File: config.mk
export PLATFORM = sky130hd
export DESIGN_NAME = dma_burst_addr_seq
export DESIGN_NICKNAME = d
export VERILOG_FILES = /design/src/rtl/dma_seq_pkg.sv /design/src/rtl/dma_seq_regs.sv /design/src/rtl/dma_seq_side.sv /design/src/rtl/dma_seq_beat_fsm.sv /design/src/rtl/dma_burst_addr_seq.sv
export SDC_FILE = /design/constraint.sdc
export NUM_CORES = 1
export LEC_CHECK = 0
export BUFFER_PORTS_ARGS = -buffer_cell sky130_fd_sc_hd__buf_2
export CAP_MARGIN = 20
export CORE_MARGIN = 4
export CORE_UTILIZATION = 60
export DETAILED_ROUTE_END_ITERATION = 7
export GPL_TIMING_DRIVEN = 1
export HOLD_SLACK_MARGIN = 0.06
export PLACE_DENSITY_LB_ADDON = 0.15
export SLEW_MARGIN = 20
export SYNTH_ARGS = -nofsm -noshare
export SYNTH_HDL_FRONTEND = slang
export SYNTH_HIERARCHICAL = 1
export SYNTH_SLANG_ARGS = --single-unit
File: constraint.sdc
create_clock -name clk -period 9 [get_ports clk]
set_clock_uncertainty 0.1 [all_clocks]
set_input_delay 0.9 -clock clk [delete_from_list [all_inputs] [get_ports clk]]
set_output_delay 0.9 -clock clk [all_outputs]
set_load 0.005 [all_outputs]
File: src/rtl/dma_seq_pkg.sv
package dma_seq_pkg;

  localparam int ADDR_W      = 32;
  localparam int BEAT_W      = 2;
  localparam int WORD_SHIFT  = 2;
  localparam int BURST_LOG2  = 4;

  typedef enum logic [1:0] {
    SZ_1  = 2'd0,
    SZ_2  = 2'd1,
    SZ_4  = 2'd2,
    SZ_16 = 2'd3
  } xfer_size_e;

  typedef enum logic [1:0] {
    AM_FIXED = 2'd0,
    AM_INC   = 2'd1,
    AM_DEC   = 2'd2,
    AM_RSV   = 2'd3
  } addr_mode_e;

  typedef struct packed {
    logic       dst_rep;
    logic       src_rep;
    addr_mode_e dst_mode;
    addr_mode_e src_mode;
    xfer_size_e size;
  } seq_cfg_t;

  function automatic logic mode_is_fixed(addr_mode_e m);
    return (m == AM_FIXED) || (m == AM_RSV);
  endfunction

  function automatic logic side_repeats(xfer_size_e s, addr_mode_e m, logic rep);
    return (s == SZ_16) && mode_is_fixed(m) && rep;
  endfunction

  function automatic logic side_steps(xfer_size_e s, addr_mode_e m, logic rep);
    return (s == SZ_16) && !side_repeats(s, m, rep);
  endfunction

  function automatic logic [ADDR_W-1:0] unit_bytes(xfer_size_e s);
    case (s)
      SZ_1:    return ADDR_W'(1);
      SZ_2:    return ADDR_W'(2);
      SZ_4:    return ADDR_W'(4);
      default: return ADDR_W'(1) << BURST_LOG2;
    endcase
  endfunction

  function automatic logic [ADDR_W-1:0] align_burst(logic [ADDR_W-1:0] a);
    return {a[ADDR_W-1:BURST_LOG2], {BURST_LOG2{1'b0}}};
  endfunction

  function automatic logic [BEAT_W-1:0] last_beat(xfer_size_e s);
    return (s == SZ_16) ? {BEAT_W{1'b1}} : {BEAT_W{1'b0}};
  endfunction

  function automatic logic [ADDR_W-1:0] beat_address(logic [ADDR_W-1:0] base,
                                                     xfer_size_e s, addr_mode_e m,
                                                     logic rep, logic [BEAT_W-1:0] beat);
    if (side_steps(s, m, rep))
      return align_burst(base) | (ADDR_W'(beat) << WORD_SHIFT);
    return base;
  endfunction

  function automatic logic [ADDR_W-1:0] next_base(logic [ADDR_W-1:0] base,
                                                  xfer_size_e s, addr_mode_e m,
                                                  logic rep);
    logic [ADDR_W-1:0] origin;
    origin = side_steps(s, m, rep) ? align_burst(base) : base;
    case (m)
      AM_INC:  return origin + unit_bytes(s);
      AM_DEC:  return origin - unit_bytes(s);
      default: return base;
    endcase
  endfunction

endpackage

File: src/rtl/dma_seq_regs.sv
module dma_seq_regs
  import dma_seq_pkg::*;
#(
  parameter int CTRL_W    = 16,
  parameter int SREP_BIT  = 8,
  parameter int DREP_BIT  = 9
) (
  input  logic              clk,
  input  logic              rst_n,
  input  logic              ctrl_we,
  input  logic [CTRL_W-1:0] ctrl_wdata,
  output logic [CTRL_W-1:0] ctrl_rdata,
  output seq_cfg_t          cfg,
  input  logic              base_we,
  input  logic              seq_idle,
  input  logic [ADDR_W-1:0] src_base_in,
  input  logic [ADDR_W-1:0] dst_base_in,
  input  logic              unit_done,
  input  logic [ADDR_W-1:0] src_next,
  input  logic [ADDR_W-1:0] dst_next,
  output logic [ADDR_W-1:0] src_base,
  output logic [ADDR_W-1:0] dst_base
);

  // Writable bits: size, both modes, both repeat flags; everything else is tied low.
  localparam logic [CTRL_W-1:0] CTRL_MASK =
      CTRL_W'(6'h3F) | (CTRL_W'(1) << SREP_BIT) | (CTRL_W'(1) << DREP_BIT);

  logic [CTRL_W-1:0] ctrl_q;
  logic              base_load;

  assign base_load = base_we && seq_idle;

  always_ff @(posedge clk or negedge rst_n) begin
    if (!rst_n) ctrl_q <= '0;
    else if (ctrl_we) ctrl_q <= ctrl_wdata & CTRL_MASK;
  end

  assign ctrl_rdata   = ctrl_q;
  assign cfg.size     = xfer_size_e'(ctrl_q[1:0]);
  assign cfg.src_mode = addr_mode_e'(ctrl_q[3:2]);
  assign cfg.dst_mode = addr_mode_e'(ctrl_q[5:4]);
  assign cfg.src_rep  = ctrl_q[SREP_BIT];
  assign cfg.dst_rep  = ctrl_q[DREP_BIT];

  always_ff @(posedge clk or negedge rst_n) begin
    if (!rst_n) begin
      src_base <= '0;
      dst_base <= '0;
    end else if (unit_done) begin
      src_base <= src_next;
      dst_base <= dst_next;
    end else if (base_load) begin
      src_base <= src_base_in;
      dst_base <= dst_base_in;
    end
  end

  // bases cannot move while a unit runs, except at its completion.
  p_base_frozen_r11: assert property (@(posedge clk) disable iff (!rst_n)
    (!seq_idle && !unit_done) |=> ($stable(src_base) && $stable(dst_base)));

endmodule

File: src/rtl/dma_seq_side.sv
module dma_seq_side
  import dma_seq_pkg::*;
(
  input  logic [ADDR_W-1:0] base,
  input  xfer_size_e        size,
  input  addr_mode_e        mode,
  input  logic              rep,
  input  logic [BEAT_W-1:0] beat,
  output logic [ADDR_W-1:0] addr,
  output logic [ADDR_W-1:0] next,
  output logic              steps
);

  assign addr  = beat_address(base, size, mode, rep, beat);
  assign next  = next_base(base, size, mode, rep);
  assign steps = side_steps(size, mode, rep);

endmodule

File: src/rtl/dma_seq_beat_fsm.sv
module dma_seq_beat_fsm
  import dma_seq_pkg::*;
(
  input  logic              clk,
  input  logic              rst_n,
  input  logic              start,
  input  logic [BEAT_W-1:0] last,
  input  logic              rd_ready,
  input  logic              wr_ready,
  output logic              rd_valid,
  output logic              wr_valid,
  output logic [BEAT_W-1:0] beat,
  output logic              busy,
  output logic              done,
  output logic              start_accept,
  output logic              unit_done
);

  typedef enum logic [1:0] {ST_IDLE, ST_RD, ST_WR, ST_FIN} seq_state_e;

  seq_state_e state;
  logic       rd_step, wr_step, beat_last;

  assign rd_valid     = (state == ST_RD);
  assign wr_valid     = (state == ST_WR);
  assign busy         = (state != ST_IDLE);
  assign done         = (state == ST_FIN);
  assign rd_step      = rd_valid && rd_ready;
  assign wr_step      = wr_valid && wr_ready;
  assign beat_last    = (beat == last);
  assign start_accept = (state == ST_IDLE) && start;
  assign unit_done    = wr_step && beat_last;

  always_ff @(posedge clk or negedge rst_n) begin
    if (!rst_n) begin
      state <= ST_IDLE;
      beat  <= '0;
    end else begin
      case (state)
        ST_IDLE: if (start) begin
          state <= ST_RD;
          beat  <= '0;
        end
        ST_RD: if (rd_step) begin
          if (beat_last) begin
            state <= ST_WR;
            beat  <= '0;
          end else begin
            beat <= beat + 1'b1;
          end
        end
        ST_WR: if (wr_step) begin
          if (beat_last) begin
            state <= ST_FIN;
            beat  <= '0;
          end else begin
            beat <= beat + 1'b1;
          end
        end
        default: state <= ST_IDLE;
      endcase
    end
  end

  p_rd_wr_exclusive_r8: assert property (@(posedge clk) disable iff (!rst_n)
    !(rd_valid && wr_valid));

  p_rd_held_r8: assert property (@(posedge clk) disable iff (!rst_n)
    (rd_valid && !rd_ready) |=> rd_valid);

  p_wr_held_r8: assert property (@(posedge clk) disable iff (!rst_n)
    (wr_valid && !wr_ready) |=> wr_valid);

  p_done_after_write_r9: assert property (@(posedge clk) disable iff (!rst_n)
    unit_done |=> (done && busy));

  p_done_single_r9: assert property (@(posedge clk) disable iff (!rst_n)
    done |=> (!done && !busy));

endmodule

File: src/rtl/dma_burst_addr_seq.sv
module dma_burst_addr_seq
  import dma_seq_pkg::*;
#(
  parameter int CTRL_W   = 16,
  parameter int SREP_BIT = 8,
  parameter int DREP_BIT = 9
) (
  input  logic              clk,
  input  logic              rst_n,
  input  logic              ctrl_we,
  input  logic [CTRL_W-1:0] ctrl_wdata,
  output logic [CTRL_W-1:0] ctrl_rdata,
  input  logic              base_we,
  input  logic [ADDR_W-1:0] src_base_in,
  input  logic [ADDR_W-1:0] dst_base_in,
  output logic [ADDR_W-1:0] src_base,
  output logic [ADDR_W-1:0] dst_base,
  input  logic              start,
  output logic              busy,
  output logic              rd_valid,
  input  logic              rd_ready,
  output logic [ADDR_W-1:0] rd_addr,
  output logic              wr_valid,
  input  logic              wr_ready,
  output logic [ADDR_W-1:0] wr_addr,
  output logic              done
);

  localparam int N_SIDES = 2;   // index 0 = source, 1 = destination
  localparam int SRC     = 0;
  localparam int DST     = 1;

  seq_cfg_t          cfg_live, cfg_act;
  logic              start_accept, unit_done;
  logic [BEAT_W-1:0] beat;

  logic [ADDR_W-1:0] side_base [N_SIDES];
  addr_mode_e        side_mode [N_SIDES];
  logic              side_rep  [N_SIDES];
  logic [ADDR_W-1:0] side_addr [N_SIDES];
  logic [ADDR_W-1:0] side_next [N_SIDES];
  logic              side_step [N_SIDES];

  dma_seq_regs #(
    .CTRL_W   (CTRL_W),
    .SREP_BIT (SREP_BIT),
    .DREP_BIT (DREP_BIT)
  ) u_regs (
    .clk         (clk),
    .rst_n       (rst_n),
    .ctrl_we     (ctrl_we),
    .ctrl_wdata  (ctrl_wdata),
    .ctrl_rdata  (ctrl_rdata),
    .cfg         (cfg_live),
    .base_we     (base_we),
    .seq_idle    (!busy),
    .src_base_in (src_base_in),
    .dst_base_in (dst_base_in),
    .unit_done   (unit_done),
    .src_next    (side_next[SRC]),
    .dst_next    (side_next[DST]),
    .src_base    (src_base),
    .dst_base    (dst_base)
  );

  // Configuration is frozen for the life of a unit.
  always_ff @(posedge clk or negedge rst_n) begin
    if (!rst_n) cfg_act <= '0;
    else if (start_accept) cfg_act <= cfg_live;
  end

  always_comb begin
    side_base[SRC] = src_base;
    side_base[DST] = dst_base;
    side_mode[SRC] = cfg_act.src_mode;
    side_mode[DST] = cfg_act.dst_mode;
    side_rep[SRC]  = cfg_act.src_rep;
    side_rep[DST]  = cfg_act.dst_rep;
  end

  for (genvar s = 0; s < N_SIDES; s++) begin : g_side
    dma_seq_side u_side (
      .base  (side_base[s]),
      .size  (cfg_act.size),
      .mode  (side_mode[s]),
      .rep   (side_rep[s]),
      .beat  (beat),
      .addr  (side_addr[s]),
      .next  (side_next[s]),
      .steps (side_step[s])
    );
  end

  dma_seq_beat_fsm u_fsm (
    .clk          (clk),
    .rst_n        (rst_n),
    .start        (start),
    .last         (last_beat(cfg_act.size)),
    .rd_ready     (rd_ready),
    .wr_ready     (wr_ready),
    .rd_valid     (rd_valid),
    .wr_valid     (wr_valid),
    .beat         (beat),
    .busy         (busy),
    .done         (done),
    .start_accept (start_accept),
    .unit_done    (unit_done)
  );

  assign rd_addr = side_addr[SRC];
  assign wr_addr = side_addr[DST];

  p_rd_addr_stable_r8: assert property (@(posedge clk) disable iff (!rst_n)
    (rd_valid && !rd_ready) |=> $stable(rd_addr));

  p_wr_addr_stable_r8: assert property (@(posedge clk) disable iff (!rst_n)
    (wr_valid && !wr_ready) |=> $stable(wr_addr));

  p_src_repeat_r5: assert property (@(posedge clk) disable iff (!rst_n)
    (rd_valid && rd_ready && cfg_act.size == SZ_16 && !side_step[SRC])
      |=> (!rd_valid || $stable(rd_addr)));

  p_src_step_word_r4: assert property (@(posedge clk) disable iff (!rst_n)
    (rd_valid && rd_ready && side_step[SRC] && beat != last_beat(cfg_act.size))
      |=> (rd_addr == $past(rd_addr) + ADDR_W'(4)));

  p_dst_step_word_r4: assert property (@(posedge clk) disable iff (!rst_n)
    (wr_valid && wr_ready && side_step[DST] && beat != last_beat(cfg_act.size))
      |=> (wr_addr == $past(wr_addr) + ADDR_W'(4)));

  p_start_ignored_r11: assert property (@(posedge clk) disable iff (!rst_n)
    ((rd_valid || wr_valid) && start) |=> busy);

endmodule

==> impl_metrics.ini <==
[outcome]
outcome = finished clean

[power_and_ir_drop]
sequentialPowerShare_pct = 16.6
intPower_uw = 2310
comb_power_share_pct = 75.2
max-vdd-ir-drop_mv = 0.374
static-leakage-power_uw = 0.00502
switching_share_pct = 50.7
power_frac_clock_pct = 8.2
p_per_area_mw_per_mm2 = 449
p_sw_uw = 2380

[worst_setup_path]
path_class = reg -> reg
ff2ff_setup_slack_ns = 4.38
crit_path_end_kind = register
critical_path_arrival_ns = 4.73
cp_max_fo = 61
max_stage_delay_ns = 0.41
cpMaxStageDelayCell = fa_1
crit_chain = inv_1, ha_2, buf_4, a21o_1, nand2_1, ha_1, inv_1, fa_1, a21o_1, and3_4, o31a_4, a31o_4, a311oi_4, o31a_1, o21ai_1, a21oi_2, xnor2_1, mux2_2, nand2_1, o311ai_2
critPathLaunchType = register
required_ns = 9.11

[global_route]
track_usage_pct = 25.0
grt_pass1_wl_mm = 38.0
antenna_found_initial = 0
grt_pass1_vias = 7854
grt-ovfl-total = 0
grt_start_max_net_pins = 71

[timing]
rsz0062_at_grt = no
tightest_slew_ns = 0.749
fmax_mhz = 216
setup_violations = 0
setup_tns_ns = 0
slew_headroom_pct = 50.1
fin_crit_sh_pct = 51.4
hold_ws_ns = 0.378
drv_slew = 0
hold_viol_final = 0
min_period_ns = 4.62

[detailed_routing]
num_vias = 8390
firstDrtPassIters = 5
routed.top_layer = met4
drc = 0
met2_length_mm = 10.3
viasPerCell = 5.83
wl_per_cell_um = 15.9
wl_met3_mm = 1.44
antenna_left = 0
drt-initial-drc-count = 525
wl_mm = 22.9
met1_length_mm = 10.8

[floorplan]
die_y_um = 134
ios = 235
fp.dieW_um = 134
rows = 45
die_area_mm2 = 0.0180
start_util_pct = 62.1
core_region_area_mm2 = 0.0154

[clocking]
cts_made_buffers = 9
clk_path_buf_depth = 2
htreeDepth = 3
root_buffer = clkbuf_16
postCtsResizedCells = 0
cts_sinks = 84
insertion_delay_ns = 0.36
post_cts_buffers = 0
holdBufCountCts = 0
clk_pin_slew_ns = 0.08
cts_tree = yes

[cells_and_area]
syn_to_final_growth_pct = 8.96
layout.nets = 1385
fill_cells = 1373
diodes = 0
finalNonFillerCells = 1440
drive_above_1_share_pct = 29.0
seqCellArea_mm2 = 0.00210
multiInputGateArea_mm2 = 0.00625

[synth]
synth_warnings = 6
synth_top_cell_by_area = dfrtp_1
synthArstFlopShare_pct = 100
yosysTopAreaCellShare_pct = 21.9
yosysSeqAreaShare_pct = 21.9
yosys_register_bits = 84
ys_types = 76
syn_inst = 1118
synthTopCellsByArea = dfrtp_1, o311ai_2, ha_1
syn-cell-area_mm2 = 0.00958
synth_ff_type = dfrtp_1
avgSynthCellArea_um2 = 8.57
synth_edf_count = 0

[placed_design]
dp.cells = 1423
io_buffer_count = 218
gp_routability_congestion = 0.863
detailed_place_hpwl_mm = 16.4

[job]
drv_cap = 0

[min_path]
hold_path.class = in -> async
[synthesized netlist by cell type (3+ instances only)]
library cell	number
a211oi_1	3
a21o_1	35
a21oi_1	55
a31oi_1	16
and2_1	11
and3_1	7
buf_2	25
buf_4	73
buf_6	12
clkbuf_1	25
clkbuf_2	3
dfrtp_1	84
ha_1	72
inv_1	92
mux2_2	17
mux2_4	9
mux2i_1	3
nand2_1	158
nand2b_1	9
nand3_1	11
nand4b_1	64
nor2_1	34
nor2b_1	6
nor3_1	9
nor4_1	3
o211ai_1	5
o21a_1	9
o21ai_0	69
o21ai_1	11
o21ai_2	3
o21bai_1	6
o311ai_1	5
o311ai_2	60
o31ai_1	6
or3_1	3
xnor2_1	28
xor2_1	27
[power by group through the flow]
| stage | Clock (µW) | Sequential (µW) | Combinational, µW |
|---|---|---|---|
| finish | 383 | 779 | 3530 |
| global route | 405 | 816 | 3950 |
| CTS | 393 | 779 | 3520 |
| detailed placement | 0 | 784 | 3490 |
| global placement | 0 | 777 | 3430 |
| floorplan | 0 | 739 | 2900 |
[final timing paths]
path,from,cells past startpoint,end
hold reg to reg,cfg_act[2],1,cfg_act[2]
hold / removal,rst_n,1,u_regs/dst_base[23]
max in group asynchronous,rst_n,2,u_regs/src_base[30]
setup / recovery,cfg_act[2],20,u_regs/src_base[26]
min in group clk,cfg_act[2],1,cfg_act[2]
setup reg to reg,cfg_act[2],20,u_regs/src_base[26]
[cell usage in the layout (no fill, tap or decap), types with 5 or more instances in the layout]
cell and instances:
buf_2 217, nand2_1 158, inv_1 91, dfrtp_1 84, ha_1 70, o21ai_0 69
nand4b_1 64, o311ai_2 60, a21oi_1 55, a21o_1 35, nor2_1 34, xnor2_1 28
xor2_1 27, mux2_2 17, a31oi_1 16, nand3_1 11, o21ai_1 11, and2_1 10
mux2_4 9, clkbuf_16 9, o21a_1 9, nor3_1 9, nand2b_1 9, buf_4 8
conb_1 8, o21bai_1 6, and3_1 6, nor2b_1 6, o31ai_1 6, o211ai_1 5
o311ai_1 5
[per-layer routing]
| layer | vias up | global-route usage (%) |
|---|---|---|
| li1 | 4169 | - |
| met1 | 3960 | 35.8 |
| met2 | 243 | 39.3 |
| met3 | 18 | 4.91 |
| met4 | 0 | 5.54 |
| met5 | - | 0 |
[worst max-delay path: cells and delay by family, from the launching register on]
kind | cells | cell delay, ns
AO/OA/AOI/OAI | 9 | 1.99
buffers and inverters | 3 | 0.44
XOR/XNOR | 1 | 0.07
AND/OR/NAND/NOR | 3 | 0.36
adder cells (fa/ha/maj) | 3 | 0.88
flip-flops | 1 | 0.38
multiplexers | 1 | 0.26
[flip-flops by register name, indices dropped and copies added (netlist names)]
signal             cells
u_fsm/beat             2
cfg_act                8
u_regs/ctrl_rdata      8
u_regs/dst_base       32
u_regs/src_base       32
u_fsm/state            2
[metrics by stage]
| step | area (µm²) | setup slack (ns) | utilization (%) | power [µW] |
|---|---|---|---|---|
| finish | 10400 | 4.38 | 67.6 | 4690 |
| global route | 10400 | 4.11 | 67.6 | 5170 |
| CTS | 10400 | 4.29 | 67.5 | 4690 |
| detailed placement | 10100 | 4.33 | 65.5 | 4280 |
| global placement | 10100 | 4.40 | 65.5 | 4210 |
| floorplan | 9600 | 5.00 | - | 3640 |
[kinds of logic (layout without fill, tap and decap cells)]
logic type	count (synthesis)	in the layout	synth area share (%)
XOR/XNOR	55	55	5.03
buffers and inverters	231	335	13.2
AND/OR/NAND/NOR	328	328	18.3
adder cells (fa/ha/maj)	74	74	9.82
multiplexers	29	29	3.72
other	1	8	0.0392
flip-flops	84	84	21.9
AO/OA/AOI/OAI	316	316	27.9
[final cells by class]
cell class                      instances  share of cell area [%]
Clock buffer                            9                    2.16
Clock inverter                          7                   0.779
Inverter                               93                    3.34
Multi-Input combinational cell        810                    59.9
Sequential cell                        84                    20.1
Tap cell                              211                    2.53
Timing Repair Buffer                  226                    11.2
Note: power is estimated with default switching activity, not from simulation.
